==> src/rtl/pmap_pkg.sv <==
package pmap_pkg;

  localparam int CPU_AW    = 8;
  localparam int ROM_OFF_W = 7;
  localparam int RAM_OFF_W = 6;

  localparam logic [CPU_AW-1:0] BANK_RAM_LO  = 8'h80;
  localparam logic [CPU_AW-1:0] FIXED_RAM_LO = 8'hC0;
  localparam logic [CPU_AW-1:0] IO_LO        = 8'hF8;
  localparam logic [CPU_AW-1:0] ROM_PG_ADDR  = 8'hF8;
  localparam logic [CPU_AW-1:0] RAM_PG_ADDR  = 8'hF9;

  typedef enum logic [1:0] {
    RG_ROM       = 2'd0,
    RG_RAM_BANK  = 2'd1,
    RG_RAM_FIXED = 2'd2,
    RG_IO        = 2'd3
  } region_e;

  function automatic region_e classify(logic [CPU_AW-1:0] a);
    if (a < BANK_RAM_LO)       return RG_ROM;
    else if (a < FIXED_RAM_LO) return RG_RAM_BANK;
    else if (a < IO_LO)        return RG_RAM_FIXED;
    else                       return RG_IO;
  endfunction

  // Offset inside the always-mapped RAM stretch
  function automatic logic [RAM_OFF_W-1:0] fixed_offset(logic [CPU_AW-1:0] a);
    logic [CPU_AW-1:0] d;
    d = a - FIXED_RAM_LO;
    return d[RAM_OFF_W-1:0];
  endfunction

endpackage

==> src/rtl/pmap_region_decode.sv <==
module pmap_region_decode
  import pmap_pkg::*;
(
  input  logic [CPU_AW-1:0] addr,
  output region_e           region,
  output logic              rom_cs,
  output logic              ram_cs,
  output logic              io_cs,
  output logic              rom_pg_sel,
  output logic              ram_pg_sel
);

  always_comb begin
    region     = classify(addr);
    rom_cs     = (region == RG_ROM);
    ram_cs     = (region == RG_RAM_BANK) || (region == RG_RAM_FIXED);
    io_cs      = (region == RG_IO);
    rom_pg_sel = (addr == ROM_PG_ADDR);
    ram_pg_sel = (addr == RAM_PG_ADDR);
  end

endmodule

==> src/rtl/pmap_commit_reg.sv <==
module pmap_commit_reg #(
  parameter int W = 8
) (
  input  logic         clk,
  input  logic         rst_n,
  input  logic         wr_en,
  input  logic [W-1:0] wr_data,
  input  logic         commit,
  output logic [W-1:0] pend_q,
  output logic [W-1:0] active_q,
  output logic [W-1:0] commit_val
);

  // A write in the commit cycle bypasses the pending copy
  assign commit_val = wr_en ? wr_data : pend_q;

  always_ff @(posedge clk) begin
    if (!rst_n) begin
      pend_q   <= '0;
      active_q <= '0;
    end else begin
      if (wr_en)  pend_q   <= wr_data;
      if (commit) active_q <= commit_val;
    end
  end

endmodule

==> src/rtl/pmap_phys_gen.sv <==
module pmap_phys_gen
  import pmap_pkg::*;
#(
  parameter int ROM_PAGE_W = 8,
  parameter int RAM_PAGE_W = 8,
  localparam int ROM_AW = ROM_PAGE_W + ROM_OFF_W,
  localparam int RAM_AW = RAM_PAGE_W + RAM_OFF_W
) (
  input  region_e               region,
  input  logic [ROM_PAGE_W-1:0] rom_pg,
  input  logic [RAM_PAGE_W-1:0] ram_pg,
  input  logic [ROM_OFF_W-1:0]  rom_off,
  input  logic [RAM_OFF_W-1:0]  ram_off,
  input  logic [RAM_OFF_W-1:0]  fix_off,
  output logic [ROM_AW-1:0]     rom_addr,
  output logic [RAM_AW-1:0]     ram_addr
);

  localparam logic [RAM_PAGE_W-1:0] RESV_BANK = '1;

  always_comb begin
    rom_addr = {rom_pg, rom_off};
    if (region == RG_RAM_FIXED) ram_addr = {RESV_BANK, fix_off};
    else                        ram_addr = {ram_pg, ram_off};
  end

endmodule

==> src/rtl/deferred_page_mapper.sv <==
module deferred_page_mapper
  import pmap_pkg::*;
#(
  parameter int ROM_PAGE_W = 8,
  parameter int RAM_PAGE_W = 8
) (
  input  logic                            clk,
  input  logic                            rst_n,
  input  logic [CPU_AW-1:0]               cpu_addr,
  input  logic [CPU_AW-1:0]               cpu_wdata,
  input  logic                            cpu_we,
  input  logic                            jump_strobe,
  output logic [ROM_PAGE_W+ROM_OFF_W-1:0] rom_addr,
  output logic [RAM_PAGE_W+RAM_OFF_W-1:0] ram_addr,
  output logic                            rom_cs,
  output logic                            ram_cs,
  output logic                            io_cs,
  output logic [CPU_AW-1:0]               reg_rdata
);

  region_e               region;
  logic                  rom_pg_sel, ram_pg_sel;
  logic                  rom_wr_hit, ram_wr_hit;
  logic [ROM_PAGE_W-1:0] pend_rom_pg, active_rom_pg, rom_commit_val;
  logic [RAM_PAGE_W-1:0] pend_ram_pg, active_ram_pg, ram_commit_val;
  logic [RAM_OFF_W-1:0]  fix_off;

  pmap_region_decode u_dec (
    .addr       (cpu_addr),
    .region     (region),
    .rom_cs     (rom_cs),
    .ram_cs     (ram_cs),
    .io_cs      (io_cs),
    .rom_pg_sel (rom_pg_sel),
    .ram_pg_sel (ram_pg_sel)
  );

  assign rom_wr_hit = cpu_we && rom_pg_sel;
  assign ram_wr_hit = cpu_we && ram_pg_sel;

  pmap_commit_reg #(.W(ROM_PAGE_W)) u_rom_pg (
    .clk        (clk),
    .rst_n      (rst_n),
    .wr_en      (rom_wr_hit),
    .wr_data    (cpu_wdata[ROM_PAGE_W-1:0]),
    .commit     (jump_strobe),
    .pend_q     (pend_rom_pg),
    .active_q   (active_rom_pg),
    .commit_val (rom_commit_val)
  );

  pmap_commit_reg #(.W(RAM_PAGE_W)) u_ram_pg (
    .clk        (clk),
    .rst_n      (rst_n),
    .wr_en      (ram_wr_hit),
    .wr_data    (cpu_wdata[RAM_PAGE_W-1:0]),
    .commit     (jump_strobe),
    .pend_q     (pend_ram_pg),
    .active_q   (active_ram_pg),
    .commit_val (ram_commit_val)
  );

  assign fix_off = fixed_offset(cpu_addr);

  pmap_phys_gen #(.ROM_PAGE_W(ROM_PAGE_W), .RAM_PAGE_W(RAM_PAGE_W)) u_phys (
    .region   (region),
    .rom_pg   (active_rom_pg),
    .ram_pg   (active_ram_pg),
    .rom_off  (cpu_addr[ROM_OFF_W-1:0]),
    .ram_off  (cpu_addr[RAM_OFF_W-1:0]),
    .fix_off  (fix_off),
    .rom_addr (rom_addr),
    .ram_addr (ram_addr)
  );

  always_comb begin
    reg_rdata = '0;
    if (rom_pg_sel)      reg_rdata = CPU_AW'(pend_rom_pg);
    else if (ram_pg_sel) reg_rdata = CPU_AW'(pend_ram_pg);
  end

endmodule

==> config.mk <==
export PLATFORM = sky130hd
export DESIGN_NAME = deferred_page_mapper
export DESIGN_NICKNAME = d
export VERILOG_FILES = /design/src/rtl/pmap_pkg.sv /design/src/rtl/pmap_region_decode.sv /design/src/rtl/pmap_commit_reg.sv /design/src/rtl/pmap_phys_gen.sv /design/src/rtl/deferred_page_mapper.sv
export SDC_FILE = /design/constraint.sdc
export NUM_CORES = 1
export LEC_CHECK = 0
export BUFFER_PORTS_ARGS = -buffer_cell sky130_fd_sc_hd__buf_4
export CAP_MARGIN = 10
export CORE_MARGIN = 2
export CORE_UTILIZATION = 35
export CTS_CLUSTER_DIAMETER = 50
export DETAILED_ROUTE_END_ITERATION = 12
export HOLD_SLACK_MARGIN = 0.05
export SETUP_SLACK_MARGIN = 0.4
export SLEW_MARGIN = 20
export SYNTH_ARGS = -nofsm -noshare
export SYNTH_HDL_FRONTEND = slang
export SYNTH_SLANG_ARGS = --single-unit
export TNS_END_PERCENT = 1
==> constraint.sdc <==
create_clock -name clk -period 4.6 [get_ports clk]
set_clock_uncertainty 0.05 [all_clocks]
set_input_delay 1.38 -clock clk [delete_from_list [all_inputs] [get_ports clk]]
set_output_delay 1.38 -clock clk [all_outputs]
set_load 0.01 [all_outputs]
==> results of run 1 <==
## metal layers
layer | global-route usage (%) | vias to the layer above | wire length (um)
met1 | 23.07 | 722 | 2152
met2 | 26.19 | 27 | 1962
li1 | - | 768 | -
met4 | 4.848 | 0 | 59
met5 | 0 | - | 0
met3 | 3.978 | 5 | 163
## cell usage after synthesis (all sizes together)
library cell  instances  area share [%]
nand2                 2            0.44
a21boi               16             7.1
nand2b                1            0.37
o21ai                16             4.7
nand4                 2            0.74
dfxtp                32              38
and4bb                1            0.74
nor2                  9             2.0
inv                   7             1.6
or2                   8             3.0
and3                  9             3.3
buf                  20             8.4
o31ai                16             7.1
or4                   6             3.3
and2                  2            0.74
mux2i                 8             4.7
nand4bb               1             1.6
nor2b                 2            0.74
clkbuf               10             2.2
a31oi                16             5.9
ha                    1            0.74
nand3                 9             2.7
## critical path, delay by kind of cell
kind,cells,cell delay [ns]
and+or+nand+nor,3,0.88
buffers and inverters,2,0.26
## registers in the layout, summed over array words and instances (netlist names)
register and cells:
u_ram_pg.pend_q 8, u_rom_pg.active_q 8, u_rom_pg.pend_q 8, u_ram_pg.active_q 8
## final timing paths
path / slack, ns / to / startpoint
worst min register to register: 0.44 / u_rom_pg.pend_q[6]$_SDFF_PN0_ / u_rom_pg.pend_q[6]$_SDFF_PN0_
worst max register to register: 3.84 / u_rom_pg.active_q[0]$_SDFFE_PN0P_ / u_rom_pg.pend_q[0]$_SDFF_PN0_
worst max-delay path: 0.64 / reg_rdata[1] / cpu_addr[2]
worst min-delay path: 0.44 / u_rom_pg.pend_q[6]$_SDFF_PN0_ / u_rom_pg.pend_q[6]$_SDFF_PN0_
## metrics by stage
step	setup slack (ns)	util (%)	total power, uW	hold slack [ns]	cell area [um2]
4_1_cts	0.6263	45.36	613.0	0.4504	2128
6_report	0.6408	45.36	607.5	0.4444	2128
2_1_floorplan	0.7957	-	350.1	0.4195	1692
3_5_place_dp	0.6293	43.44	391.5	0.4396	2038
3_3_place_gp	0.6366	43.44	390.8	0.4403	2038
5_1_grt	0.5376	45.36	632.1	0.4872	2128
## layout make-up
cell class	instances	area, um2	area share (%)
Sequential cell	32	640.6	30.10
Timing Repair Buffer	61	457.9	21.52
Tap cell	54	67.56	3.175
Multi-Input combinational cell	125	845.8	39.74
Inverter	7	26.28	1.235
Clock buffer	8	90.09	4.233
## power by group through the flow
stage / clock network, uW / logic [uW] / registers [uW]
4_1_cts: 227 / 98.5 / 287
2_1_floorplan: 0 / 55.9 / 294
6_report: 223 / 97.3 / 287
3_5_place_dp: 0 / 98.2 / 293
5_1_grt: 238 / 107 / 288
3_3_place_gp: 0 / 97.5 / 293
## cell families (layout without fill, tap and decap cells)
logic type,Yosys count,after routing
multiplexers,8,8
AND/OR/NAND/NOR,52,52
buffers and inverters,37,76
flip-flops,32,32
adder cells (fa/ha/maj),1,1
AO/OA/AOI/OAI,64,64
==> run_results.csv, run 1 <==
group,metric,value,unit
synth,yosys.area_share.simple,19.67,%
power_and_ir_drop,internal_power,453.4,uW
placed_design,dp_hpwl,2963,um
critical_path,reg2reg_depth,2,
timing,min_period,3.959,ns
synth,ys_seq_elements,32,
timing,slew_violations,0,
placed_design,gp_congestion,0.7653,
synth,syn_nets,215,
cells_and_area,final_cells,287,
routing,wl,4337,um
placed_design,dpl.cell_count,279,
clocking,htree_levels,2,
grt,grt_remaining_overflow,0,
cells_and_area,diodes,0,
synth,muxShareOfSynthArea,4.734,%
cells_and_area,nNetsFinal,253,
power_and_ir_drop,peakVddDrop,107.0,uV
power_and_ir_drop,p_per_area,285.4,nW/um2
timing,fin_setup_tns,0,ns
power_and_ir_drop,pwr-share-clk,36.7,%
critical_path,crit_required,3.17,ns
power_and_ir_drop,p_sw,154.0,uW
synth,synth-xor-area-share,0,%
timing,relSlewSlack,59.32,%
routing,drt-initial-drc-count,132,
critical_path,cp_max_fo,11,
cells_and_area,layout_common_cells,"buf_4, dfxtp_1, o31ai_1, o21ai_0, a31oi_1",
clocking,max-clock-path-buffers,2,
grt,grt_pass1_vias,1425,
critical_path,crit_path_start_kind,"input pin",
power_and_ir_drop,p_sw_share,25.36,%
routing,num_vias,1522,
synth,synth_cell_type_count,27,
synth,synthAdderAreaFrac,0.7396,%
flow_run,max-cap-violations,0,
die,core_area,4692,um2
critical_path,cp_slowest_cell,"and4bb_2",
clocking,cts-root-buf,"clkbuf_8",
min_path,whs_path_depth,2,
min_path,hold_path_class,"flop to flop",
clocking,cts_inserted_buffers,5,
critical_path,worstPathCellList,"buf_4 -> and4bb_2 -> nand2_1 -> nor2_1 -> buf_4",
synth,yosysWarningCount,0,
critical_path,crit_type,"input pin to output port",
synth,synth_top_family_by_area,"compound AO/OA/AOI/OAI gates",
grt,grt_antenna_before_repair,0,
timing,finalSetupViolCount,0,
clocking,clk_pin_slew_worst_paths,0.06,ns
grt,grt_pass1_wl,7072,um
timing,rsz0062_at_grt,"no",
timing,timing.fmax,252.6,MHz
routing,viasPerCell,5.303,
synth,netlist_area,1692,um2
routing,wire_per_inst,15.11,um
clocking,cts_tree,"done",
placed_design,port-buffer-count,59,
clocking,cts_resized,0,
critical_path,cp_common_cell,"buf_4",
clocking,postCtsHoldBufs,0,
grt,grt_max_degree,33,
cells_and_area,final_common_cell,"buf_4",
die,initial_utilization,36.05,%
die,die_y,73.52,um
cells_and_area,syn2layout_area_growth,25.81,%
timing,finalCritPeriodShare,86.07,%
clocking,post_cts_buffers,0,
grt,groute.usage.overall,16.80,%
critical_path,max_stage_delay,0.44,ns
clocking,clock_latency,0.28,ns
power_and_ir_drop,seqPwrFrac,47.3,%
die,fp.dieW,73.52,um
die,rows,25,
synth,synthCells,194,
cells_and_area,fillCellCount,482,
routing,antenna_left,0,
routing,drc_errors,0,
synth,seq_area_frac_synth,37.87,%
critical_path,crit_path_end_kind,"output port",
routing,first_pass_iters,4,
synth,synth.avg_cell_area,8.720,um2
run_status,status,"completed",
clocking,cts_sinks,32,
die,ios,60,
die,dieArea,5405,um2
synth,synth_compound_area_share,24.85,%
critical_path,cp_data_arrival_time,2.53,ns
timing,hold_violations,0,
timing,worstMarginPinSlew,0.6102,ns
power_and_ir_drop,pwr-share-comb,16.0,%
cells_and_area,drive_gt1_share,34.33,%
power_and_ir_drop,p_leak,0.0009029,uW
(Power assumes the default switching activity.)
==> inputs of run 2 (changes only) <==
--- a/config.mk
+++ b/config.mk
@@ -8,10 +8,11 @@
 export BUFFER_PORTS_ARGS = -buffer_cell sky130_fd_sc_hd__buf_4
 export CAP_MARGIN = 10
 export CORE_MARGIN = 2
-export CORE_UTILIZATION = 35
+export CORE_UTILIZATION = 53
 export CTS_CLUSTER_DIAMETER = 50
 export DETAILED_ROUTE_END_ITERATION = 12
 export HOLD_SLACK_MARGIN = 0.05
+export PLACE_DENSITY = 0.84
 export SETUP_SLACK_MARGIN = 0.4
 export SLEW_MARGIN = 20
 export SYNTH_ARGS = -nofsm -noshare
==> run_results.csv, run 2 (synthesis gave the netlist of run 1 again) <==
group,metric,value,unit
cells_and_area,nNetsFinal,253,
routing,wire_per_inst,14.65,um
clocking,cts_resized,0,
placed_design,port-buffer-count,59,
power_and_ir_drop,peakVddDrop,183.5,uV
routing,first_pass_iters,4,
min_path,hold_path_class,"flop to flop",
clocking,cts_tree,"done",
cells_and_area,drive_gt1_share,34.91,%
clocking,max-clock-path-buffers,2,
routing,num_vias,1528,
clocking,postCtsHoldBufs,0,
routing,antenna_left,0,
clocking,htree_levels,2,
grt,grt_remaining_overflow,0,
critical_path,crit_path_start_kind,"input pin",
power_and_ir_drop,total_power,561.0,uW
grt,grt_max_degree,33,
die,ios,60,
timing,rsz0062_at_grt,"no",
cells_and_area,layout_common_cells,"buf_4, dfxtp_1, o31ai_1, o21ai_0, a31oi_1",
cells_and_area,diodes,0,
power_and_ir_drop,p_per_area,268.3,nW/um2
routing,viasPerCell,5.536,
die,core_area,3053,um2
clocking,clock_latency,0.33,ns
die,fp.dieW,60.50,um
critical_path,crit_required,3.17,ns
die,initial_utilization,55.41,%
grt,grt_antenna_before_repair,0,
timing,fin_setup_tns,0,ns
run_status,status,"completed",
placed_design,dp_hpwl,2665,um
timing,worstMarginPinSlew,0.5512,ns
grt,groute.usage.overall,22.53,%
timing,relSlewSlack,63.25,%
grt,grt_pass1_vias,1255,
clocking,cts-root-buf,"clkbuf_4",
die,die_y,60.50,um
timing,finalSetupViolCount,0,
critical_path,cp_data_arrival_time,2.55,ns
clocking,cts_sinks,32,
timing,min_period,3.983,ns
placed_design,gp_congestion,0.8239,
routing,drt-initial-drc-count,65,
die,dieArea,3660,um2
cells_and_area,syn2layout_area_growth,23.59,%
routing,wl,4044,um
grt,grt_pass1_wl,6065,um
flow_run,max-cap-violations,0,
power_and_ir_drop,p_leak,0.0008948,uW
die,rows,20,
timing,slew_violations,0,
timing,hold_violations,0,
cells_and_area,fillCellCount,269,
critical_path,rrSetupSlack,3.79,ns
critical_path,cp_max_fo,9,
clocking,clk_pin_slew_worst_paths,0.10,ns
timing,finalCritPeriodShare,86.60,%
routing,drc_errors,0,
critical_path,crit_path_end_kind,"output port",
cells_and_area,final_common_cell,"buf_4",
timing,timing.fmax,251.0,MHz
clocking,post_cts_buffers,0,
clocking,cts_inserted_buffers,5,
critical_path,crit_type,"input pin to output port",
## run 2: worst max-delay path: stages
cell,delay (ns)
buf_4,0.12
nand3_1,0.12
and2_0,0.41
nor2_1,0.08
ha_1,0.30
buf_4,0.14
## run 2: path summary, 6_finish.rpt
kind / end / depth (start not counted) / start
setup / recovery: ram_cs / 6 / cpu_addr[5]
hold / removal: u_rom_pg.pend_q[5]$_SDFF_PN0_ / 2 / u_rom_pg.pend_q[5]$_SDFF_PN0_
setup reg to reg: u_rom_pg.pend_q[4]$_SDFF_PN0_ / 2 / u_rom_pg.pend_q[4]$_SDFF_PN0_
hold reg to reg: u_rom_pg.pend_q[5]$_SDFF_PN0_ / 2 / u_rom_pg.pend_q[5]$_SDFF_PN0_
## run 2: cell type report
type	instances	area, um2	share of cell area, %
Timing Repair Buffer	61	457.9	21.90
Tap cell	44	55.05	2.633
Multi-Input combinational cell	125	845.8	40.45
Inverter	7	26.28	1.257
Clock buffer	7	65.06	3.112
Sequential cell	32	640.6	30.64
## run 2: per-stage QoR
step                setup WS [ns]  util (%)  cells  hold WS [ns]  instance area (um2)
floorplan                  0.7957         -    194        0.4195                 1692
global placement           0.6437     66.35    269        0.4380                 2026
detailed placement         0.6011     66.35    269        0.4362                 2026
CTS                        0.5969     68.48    276        0.4495                 2091
global route               0.4838     68.48    276        0.4843                 2091
finish                     0.6165     68.48    276        0.4513                 2091
## run 2: report_power, final
group / internal, uW / total [uW] / leakage, uW / switching (uW)
combinational: 47.4 / 96.6 / 0.000597 / 49.2
clock: 86.6 / 178 / 0.0000374 / 91.0
sequential: 284 / 287 / 0.000261 / 2.99
total: 418 / 561 / 0.000895 / 143
## run 2: per-layer routing
| metal | track usage, % | wire [um] | share of wire (%) |
|---|---|---|---|
| met1 | 29.38 | 1845 | 46 |
| met2 | 36.65 | 1974 | 49 |
| met3 | 7.036 | 213 | 5.3 |
| met4 | 5.590 | 12 | 0.30 |
| met5 | 0 | 0 | 0 |
